<file path="src/rtl/lbs_pkg.sv">
package lbs_pkg;
  typedef enum logic [1:0] {
    ST_IDLE  = 2'd0,
    ST_SETUP = 2'd1,
    ST_PULSE = 2'd2
  } seq_state_e;
endpackage

</file>
<file path="src/rtl/lbs_ns_to_cyc.sv">
// Converts a nanosecond interval into whole clock cycles.
// Clamps to the cap, rounds up, and never returns zero.
module lbs_ns_to_cyc #(
  parameter int NS_W      = 16,
  parameter int PERIOD_NS = 10,
  parameter int CAP_NS    = 5000,
  parameter int CNT_W     = 9
) (
  input  logic [NS_W-1:0]  ns_in,
  output logic [CNT_W-1:0] cyc_out
);
  localparam logic [31:0] CAP32 = 32'(CAP_NS);
  localparam logic [31:0] PER32 = 32'(PERIOD_NS);

  logic [31:0] ns_ext;
  logic [31:0] ns_clamped;
  logic [31:0] rounded;

  always_comb begin
    ns_ext     = 32'(ns_in);
    ns_clamped = (ns_ext > CAP32) ? CAP32 : ns_ext;
    rounded    = (ns_clamped + PER32 - 32'd1) / PER32;
    cyc_out    = (rounded == 32'd0) ? CNT_W'(1) : rounded[CNT_W-1:0];
  end
endmodule

</file>
<file path="src/rtl/lbs_shadow.sv">
// Shadow image of every expanded output, plus a selector that returns
// one bank of the image as it will be after the pending write.
module lbs_shadow #(
  parameter int BANKS  = 2,
  parameter int WIDTH  = 8,
  parameter int IDX_W  = 5,
  parameter int BANK_W = 1,
  localparam int TOTAL = BANKS * WIDTH
) (
  input  logic              clk,
  input  logic              rst_n,
  input  logic              wr_en,
  input  logic [IDX_W-1:0]  wr_bit,
  input  logic              wr_value,
  input  logic [BANK_W-1:0] rd_bank,
  output logic [TOTAL-1:0]  shadow_q,
  output logic [WIDTH-1:0]  bank_word
);
  logic [TOTAL-1:0] shadow_d;

  always_comb begin
    shadow_d = shadow_q;
    for (int k = 0; k < TOTAL; k++) begin
      if (wr_en && (wr_bit == IDX_W'(k))) shadow_d[k] = wr_value;
    end
  end

  always_comb begin
    bank_word = '0;
    for (int b = 0; b < BANKS; b++) begin
      if (rd_bank == BANK_W'(b)) bank_word = shadow_d[b*WIDTH +: WIDTH];
    end
  end

  always_ff @(posedge clk or negedge rst_n) begin
    if (!rst_n)     shadow_q <= '0;
    else if (wr_en) shadow_q <= shadow_d;
  end

  // the image only moves on an accepted in-range write
  shadow_hold_chk: assert property (@(posedge clk) disable iff (!rst_n)
    !wr_en |=> $stable(shadow_q));
endmodule

</file>
<file path="src/rtl/lbs_strobe_dec.sv">
// Bank number to one-hot strobe pattern.
module lbs_strobe_dec #(
  parameter int BANKS  = 2,
  parameter int BANK_W = 1
) (
  input  logic [BANK_W-1:0] bank,
  output logic [BANKS-1:0]  onehot
);
  for (genvar b = 0; b < BANKS; b++) begin : g_dec
    assign onehot[b] = (bank == BANK_W'(b));
  end
endmodule

</file>
<file path="src/rtl/latch_bank_seq.sv">
module latch_bank_seq
  import lbs_pkg::*;
#(
  parameter int  BANKS         = 2,
  parameter int  WIDTH         = 8,
  parameter int  NS_W          = 16,
  parameter int  CLK_PERIOD_NS = 10,
  parameter int  CAP_NS        = 5000,
  localparam int TOTAL         = BANKS * WIDTH,
  localparam int IDX_W         = $clog2(TOTAL) + 1
) (
  input  logic             clk,
  input  logic             rst_n,
  input  logic             req_valid,
  input  logic [IDX_W-1:0] req_index,
  input  logic             req_value,
  input  logic [NS_W-1:0]  setup_ns,
  input  logic [NS_W-1:0]  pulse_ns,
  output logic             req_ready,
  output logic             done,
  output logic [WIDTH-1:0] data_out,
  output logic [BANKS-1:0] le_out,
  output logic [TOTAL-1:0] shadow_out,
  output logic [TOTAL-1:0] line_is_output
);
  localparam int BANK_W  = (BANKS > 1) ? $clog2(BANKS) : 1;
  localparam int CAP_CYC = (CAP_NS + CLK_PERIOD_NS - 1) / CLK_PERIOD_NS;
  localparam int CNT_W   = $clog2(CAP_CYC + 1);

  // reset: asserted asynchronously, released on a clock edge
  logic rst_meta_q, rst_sync_n;
  always_ff @(posedge clk or negedge rst_n) begin
    if (!rst_n) begin
      rst_meta_q <= 1'b0;
      rst_sync_n <= 1'b0;
    end else begin
      rst_meta_q <= 1'b1;
      rst_sync_n <= rst_meta_q;
    end
  end

  // request decode
  logic              accept, in_range, wr_en;
  logic [IDX_W-1:0]  bank_full;
  logic [BANK_W-1:0] req_bank;
  logic [WIDTH-1:0]  bank_word;
  logic [CNT_W-1:0]  setup_cyc, pulse_cyc;
  logic [BANKS-1:0]  bank_onehot;

  // sequencer state
  seq_state_e        state_q, state_d;
  logic [CNT_W-1:0]  cnt_q, cnt_d;
  logic [CNT_W-1:0]  pulse_q, pulse_d;
  logic [BANK_W-1:0] bank_q, bank_d;
  logic [WIDTH-1:0]  data_q, data_d;
  logic [BANKS-1:0]  le_q, le_d;
  logic              done_q, done_d;
  logic              seq_en;

  assign req_ready = (state_q == ST_IDLE);
  assign accept    = req_valid & req_ready;
  assign in_range  = (req_index < IDX_W'(TOTAL));
  assign wr_en     = accept & in_range;
  assign bank_full = req_index / IDX_W'(WIDTH);
  assign req_bank  = bank_full[BANK_W-1:0];

  lbs_ns_to_cyc #(
    .NS_W(NS_W), .PERIOD_NS(CLK_PERIOD_NS), .CAP_NS(CAP_NS), .CNT_W(CNT_W)
  ) u_setup_conv (
    .ns_in(setup_ns), .cyc_out(setup_cyc)
  );

  lbs_ns_to_cyc #(
    .NS_W(NS_W), .PERIOD_NS(CLK_PERIOD_NS), .CAP_NS(CAP_NS), .CNT_W(CNT_W)
  ) u_pulse_conv (
    .ns_in(pulse_ns), .cyc_out(pulse_cyc)
  );

  lbs_shadow #(
    .BANKS(BANKS), .WIDTH(WIDTH), .IDX_W(IDX_W), .BANK_W(BANK_W)
  ) u_shadow (
    .clk(clk), .rst_n(rst_sync_n), .wr_en(wr_en), .wr_bit(req_index),
    .wr_value(req_value), .rd_bank(req_bank),
    .shadow_q(shadow_out), .bank_word(bank_word)
  );

  lbs_strobe_dec #(.BANKS(BANKS), .BANK_W(BANK_W)) u_dec (
    .bank(bank_q), .onehot(bank_onehot)
  );

  // next-state logic
  always_comb begin
    state_d = state_q;
    cnt_d   = cnt_q;
    pulse_d = pulse_q;
    bank_d  = bank_q;
    data_d  = data_q;
    le_d    = le_q;
    done_d  = 1'b0;
    unique case (state_q)
      ST_IDLE: begin
        if (accept) begin
          if (in_range) begin
            state_d = ST_SETUP;
            cnt_d   = setup_cyc - CNT_W'(1);
            pulse_d = pulse_cyc;
            bank_d  = req_bank;
            data_d  = bank_word;
          end else begin
            done_d  = 1'b1;
          end
        end
      end
      ST_SETUP: begin
        if (cnt_q == '0) begin
          state_d = ST_PULSE;
          cnt_d   = pulse_q - CNT_W'(1);
          le_d    = bank_onehot;
        end else begin
          cnt_d   = cnt_q - CNT_W'(1);
        end
      end
      ST_PULSE: begin
        if (cnt_q == '0) begin
          state_d = ST_IDLE;
          le_d    = '0;
          done_d  = 1'b1;
        end else begin
          cnt_d   = cnt_q - CNT_W'(1);
        end
      end
      default: state_d = ST_IDLE;
    endcase
  end

  assign seq_en = accept | (state_q != ST_IDLE);

  // registers
  always_ff @(posedge clk or negedge rst_sync_n) begin
    if (!rst_sync_n) begin
      state_q <= ST_IDLE;
      cnt_q   <= '0;
      pulse_q <= '0;
      bank_q  <= '0;
      data_q  <= '0;
      le_q    <= '0;
    end else if (seq_en) begin
      state_q <= state_d;
      cnt_q   <= cnt_d;
      pulse_q <= pulse_d;
      bank_q  <= bank_d;
      data_q  <= data_d;
      le_q    <= le_d;
    end
  end

  always_ff @(posedge clk or negedge rst_sync_n) begin
    if (!rst_sync_n) done_q <= 1'b0;
    else             done_q <= done_d;
  end

  assign done           = done_q;
  assign data_out       = data_q;
  assign le_out         = le_q;
  assign line_is_output = '1;


  le_onehot_chk: assert property (@(posedge clk) disable iff (!rst_sync_n)
    $onehot0(le_q));

  data_hold_chk: assert property (@(posedge clk) disable iff (!rst_sync_n)
    (state_q == ST_PULSE) |-> $stable(data_q));

  done_pulse_chk: assert property (@(posedge clk) disable iff (!rst_sync_n)
    done_q |=> !done_q);

  le_done_chk: assert property (@(posedge clk) disable iff (!rst_sync_n)
    $fell(|le_q) |-> (done_q && req_ready));

  busy_ready_chk: assert property (@(posedge clk) disable iff (!rst_sync_n)
    (|le_q) |-> !req_ready);
endmodule

</file>
<file path="config.mk">
export PLATFORM = sky130hd
export DESIGN_NAME = latch_bank_seq
export DESIGN_NICKNAME = d
export VERILOG_FILES = /design/src/rtl/lbs_pkg.sv /design/src/rtl/lbs_ns_to_cyc.sv /design/src/rtl/lbs_shadow.sv /design/src/rtl/lbs_strobe_dec.sv /design/src/rtl/latch_bank_seq.sv
export SDC_FILE = /design/constraint.sdc
export NUM_CORES = 1
export LEC_CHECK = 0
export ABC_AREA = 0
export BUFFER_PORTS_ARGS = -buffer_cell sky130_fd_sc_hd__buf_2
export CAP_MARGIN = 20
export CORE_ASPECT_RATIO = 0.9
export CORE_UTILIZATION = 61
export CTS_BUF_LIST = sky130_fd_sc_hd__clkbuf_16
export DETAILED_ROUTE_END_ITERATION = 10
export PLACE_DENSITY = 0.83
export SKIP_LAST_GASP = 1
export SYNTH_ARGS = -nofsm -noshare
export SYNTH_HDL_FRONTEND = slang
export SYNTH_HIERARCHICAL = 1
export SYNTH_SLANG_ARGS = --single-unit
</file>
<file path="constraint.sdc">
create_clock -name clk -period 2.15 [get_ports clk]
set_input_delay 0.215 -clock clk [delete_from_list [all_inputs] [get_ports clk]]
set_output_delay 0.215 -clock clk [all_outputs]
set_load 0.05 [all_outputs]
</file>
==> results.py, run 1 <==
metrics = {
    "run_status": {
        "status": "stopped before the end",
        "failed_stage": "5_1_grt",
        "tool.error": "[ERROR DPL-0038] Utilization greater than 100%, impossible to legalize",
    },
    "global_route": {
        "grt_start_max_net_pins": 49,
    },
    "logic_synthesis": {
        "netlist_top_cells_area": "dfrtp_1 18%, nand2_1 6.4%, nor2_1 3.3%",
        "netlist-cell-type-count": 99,
        "synth_seq_cells": 50,
        "synth_compound_area_share_pct": 28.6,
        "syn_inst": 873,
        "synth_xor_area_share_pct": 5.91,
        "yosysTopAreaCellShare_pct": 18.3,
        "synth_area_um2": 6840,
        "muxShareOfSynthArea_pct": 5.14,
        "synth_edf_count": 0,
        "synthArstFlopShare_pct": 100,
        "yosys.area.top_type": "dfrtp_1",
        "synth_area_per_cell_um2": 7.83,
        "synth_top_family_by_area": "simple AND/OR/NAND/NOR gates",
        "synthSimpleGateAreaFrac_pct": 31.3,
        "yosysWarnings": 6,
        "synth_fa_ha_area_share_pct": 2.85,
        "synthFlopType": "dfrtp_1",
        "ys_seq_area_share_pct": 18.3,
    },
    "clock_tree": {
        "cts_buffers": 5,
        "cts_sinks": 50,
        "h-tree-depth": 2,
        "root_buffer": "clkbuf_16",
        "clock_path_buffers": 2,
    },
    "placed_design": {
        "placed_area_um2": 9060,
        "dpl.cell_count": 1288,
        "port_buffers": 68,
        "hpwl_um": 17800,
        "dpl_worst_slack_ns": -4.30,
        "gp_congestion": 0.923,
    },
    "floorplanning": {
        "die-width_um": 114,
        "start_util_pct": 63.0,
        "row_count": 36,
        "pin_count": 85,
        "dieHeight_um": 102,
    },
    "timing": {
        "worstEndpointGrtRepair": "cnt_q[5]$_DFFE_PN0P_/D",
        "worstEpCategory": "register data pin",
    },
}
## kinds of logic after synthesis
kind of cell	after synthesis
AOI/OAI and AO/OA	247
xor gates and xnor gates	41
adders and majority gates	16
buffers and inverters	89
DFF	50
muxes	32
other	1
and+or+nand+nor	397
## cell usage after synthesis, drive strengths merged (10+ instances only)
cell type	n
a211oi	17
a21oi	38
a31oi	21
a41o	10
and2	13
buf	46
clkbuf	23
dfrtp	50
ha	14
inv	20
mux2	22
mux2i	10
nand2	121
nand3	32
nand4	31
nor2	61
nor3	50
nor4	19
o211ai	10
o21ai	43
o31ai	10
or3	11
or4	12
xnor2	24
xor2	17
## per-stage QoR
step	setup TNS [ns]	hold WS [ns]
after floorplan	-55.65	-0.0806
after global placement	-55.12	-0.00137
after detailed placement	-57.86	0.00592
after CTS	-44.77	0.228
## what timing repair did
item | CTS
hold buffers | 1
setup endpoints to repair | 19
cloned | 2
pin swaps | 76
setup buffers | 55
gates resized for setup | 110
endpoints found under the hold margin | 2
==> inputs of run 2 (changes only) <==
--- a/config.mk
+++ b/config.mk
@@ -8,11 +8,9 @@
 export ABC_AREA = 0
 export BUFFER_PORTS_ARGS = -buffer_cell sky130_fd_sc_hd__buf_2
 export CAP_MARGIN = 20
-export CORE_ASPECT_RATIO = 0.9
-export CORE_UTILIZATION = 61
-export CTS_BUF_LIST = sky130_fd_sc_hd__clkbuf_16
+export CORE_UTILIZATION = 40
 export DETAILED_ROUTE_END_ITERATION = 10
-export PLACE_DENSITY = 0.83
+export PLACE_DENSITY_LB_ADDON = 0.15
 export SKIP_LAST_GASP = 1
 export SYNTH_ARGS = -nofsm -noshare
 export SYNTH_HDL_FRONTEND = slang
==> run 2 against run 1 <==
Effect of this change:
- the flow now finishes, with violations (negative setup slack)
- synthesized cell count unchanged
- area after synthesis unchanged
==> results.py, run 2 <==
metrics = {
    "hold_path": {
        "hold_depth": 2,
        "holdPathEnd": "done",
        "min_path_type": "input pin to flop",
        "min_from": "req_valid",
    },
    "clock_tree": {
        "cts_sinks": 50,
        "clkTransAtPathRegs_ns": 0.06,
        "cts_buffers": 5,
        "h-tree-depth": 2,
        "cts_tree": "done",
        "insertion_delay_ns": 0.30,
        "clock_path_buffers": 2,
        "root_buffer": "clkbuf_16",
    },
    "setup_path": {
        "cp_num_buf_inv": 3,
        "cp.required_ns": 2.33,
        "r2r_start": "cnt_q[0]",
        "startpoint_type": "input pin",
        "arrival_ns": 5.84,
        "crit_slowest_cell": "or4b_4",
        "critical_path.max_fanout": 6,
        "regToRegSetupSlack_ns": 0.06,
        "startpoint": "setup_ns[0]",
        "max_stage_delay_ns": 0.54,
        "cp.depth": 28,
        "critPathKind": "input pin to flop",
        "end_kind": "flop",
        "cp_top_family": "simple AND/OR/NAND/NOR gates",
        "rr_worst_depth": 7,
        "r2r_end": "cnt_q[3]",
    },
    "logic_synthesis": {
        "synthFlopType": "dfrtp_1",
        "netlist_top_cells_area": "dfrtp_1 18%, nand2_1 6.4%, nor2_1 3.3%",
        "synth_area_per_cell_um2": 7.83,
        "ys_top_cells_by_count": "117 x nand2_1, 61 x nor2_1, 50 x dfrtp_1",
        "synth_most_common_cell": "nand2_1",
        "synthArstFlopShare_pct": 100,
        "yosysWarnings": 6,
        "ys_seq_area_share_pct": 18.3,
        "yosysTopAreaCellShare_pct": 18.3,
        "netlist-cell-type-count": 99,
        "synth_edf_count": 0,
        "yosys.area.top_type": "dfrtp_1",
        "synth_seq_cells": 50,
        "syn_inst": 873,
        "synth_area_um2": 6840,
    },
    "run_status": {
        "violations": "negative setup slack",
        "status": "finished, violations left",
    },
    "timing": {
        "max_freq_mhz": 177,
        "maxSlewHeadroom_pct": 58.2,
        "fin_skew_ns": 0.00572,
        "max_slew.worst_pin.slew_ns": 0.628,
        "layout_worst_path_cycle_share_pct": 263,
        "rsz0062_at_grt": "true",
        "hold_viol_final": 0,
        "finalSetupViolations": 18,
        "post-route-min-period_ns": 5.66,
        "timing.final.ws_setup_ns": -3.51,
        "slew_violations": 0,
        "fin_setup_tns_ns": -44.94,
        "fin_hold_ws_ns": 0.211,
    },
    "power": {
        "ir_drop_mv": 0.443,
        "cellPowerDensity_nw_per_um2": 636,
        "p_leak_nw": 4.40,
        "total_power_mw": 6.44,
    },
    "placed_design": {
        "hpwl_um": 15800,
        "placed_area_um2": 9210,
        "port_buffers": 68,
        "dpl.cell_count": 1363,
        "gp_congestion": 0.918,
    },
    "global_route": {
        "grt_start_max_net_pins": 49,
        "gr-total-overflow": 0,
        "antenna_found_initial": 0,
        "grt.total_usage_pct": 23.8,
        "grt_pass1_vias": 7417,
        "grt_pass1_wl_um": 35200,
    },
    "drt": {
        "vias": 7958,
        "drt_pre_antenna_iters": 5,
        "drc": 0,
        "drt_iter0_drc": 526,
        "vias_per_cell": 5.67,
        "totalWireLength_um": 21200,
        "wl_per_cell_um": 15.1,
        "drtAntennaViolNets": 0,
    },
    "floorplanning": {
        "dieHeight_um": 133,
        "start_util_pct": 41.1,
        "die-width_um": 133,
        "pin_count": 85,
        "row_count": 47,
        "dieArea_um2": 17600,
        "core_area_um2": 16600,
    },
    "final_layout": {
        "design_area_um2": 10100,
        "layout_common_cells": "263 x buf_4, 108 x nand2_1, 65 x buf_2, 50 x nor2_1, 49 x dfrtp_1",
        "reg_top3": "u_shadow/shadow_q: 16 flops, cnt_q: 9 flops, pulse_q: 9 flops",
        "largest_reg_flops": 16,
        "stdcell_count": 1403,
        "antennaDiodeCount": 0,
        "regMostFlops": "u_shadow/shadow_q",
        "nets": 1237,
        "syn_to_final_growth_pct": 48.3,
        "drive_gt1_share_pct": 46.4,
        "final_common_cell": "buf_4",
    },
    "run": {
        "drv_cap": 0,
    },
}
run 2: cell counts after synthesis:
No cell type changed its count.
run 2: stage by stage:
step	setup slack, ns	util [%]
4_1_cts	-3.50	59.7
3_5_place_dp	-4.26	55.3
5_1_grt	-3.76	60.9
3_3_place_gp	-4.09	55.3
6_report	-3.51	60.9
2_1_floorplan	-4.16	-
run 2: timing repair:
item / in CTS / in global routing
pin swaps: 75 / 27
gates resized for setup: 89 / 28
endpoints found under the hold margin: 2 / 0
hold buffers: 1 / 0
endpoints found under the setup margin: 18 / 20
setup buffers: 23 / 12
run 2: how the worst max path moves through the flow:
stage | to | slack [ns]
6_report | cnt_q[5] | -3.51
5_1_grt | cnt_q[5] | -3.76
4_1_cts | cnt_q[5] | -3.50
3_5_place_dp | cnt_q[5] | -4.26
3_3_place_gp | cnt_q[5] | -4.09
2_1_floorplan | cnt_q[4] | -4.16
run 2: logic make-up (layout without fill, tap and decap cells):
logic type / Yosys count / count (layout) / share of synthesized area, %
buf+inv: 89 / 383 / 7.76
flops: 50 / 50 / 18.3
other cells: 1 / 17 / 0.0548
simple gates: 397 / 397 / 31.3
xor+xnor: 41 / 41 / 5.91
compound gates: 247 / 247 / 28.6
fa+ha+maj: 16 / 16 / 2.85
mux: 32 / 32 / 5.14
run 2: worst reg2reg max path: cells and delay by family, from the launching register on:
family	cells	cell delay [ns]
simple gates	2	0.48
compound gates	2	0.45
flops	1	0.40
mux	1	0.32
fa+ha+maj	1	0.21
buf+inv	1	0.12
run 2: power breakdown:
part / switching (mW) / internal, mW
combinational: 2.33 / 1.82
clock: 0.353 / 0.432
sequential: 0.278 / 1.23
run 2: routing by layer:
layer	up-vias	wire length [um]	track usage (%)
met5	-	0	0
met1	3807	9780	31.0
met3	25	687	2.68
met4	0	324	4.85
met2	189	10400	42.1
li1	3937	-	-
run 2: layout make-up:
class / count / area (um2)
inverter: 20 / 82.6
clock inverter: 2 / 13.8
clock buffer: 6 / 129
timing repair buffer: 355 / 2600
sequential: 50 / 1250
tap: 220 / 275
multi-input combinational: 750 / 5780
fill: 1498 / 6500
(Power assumes the default switching activity.)
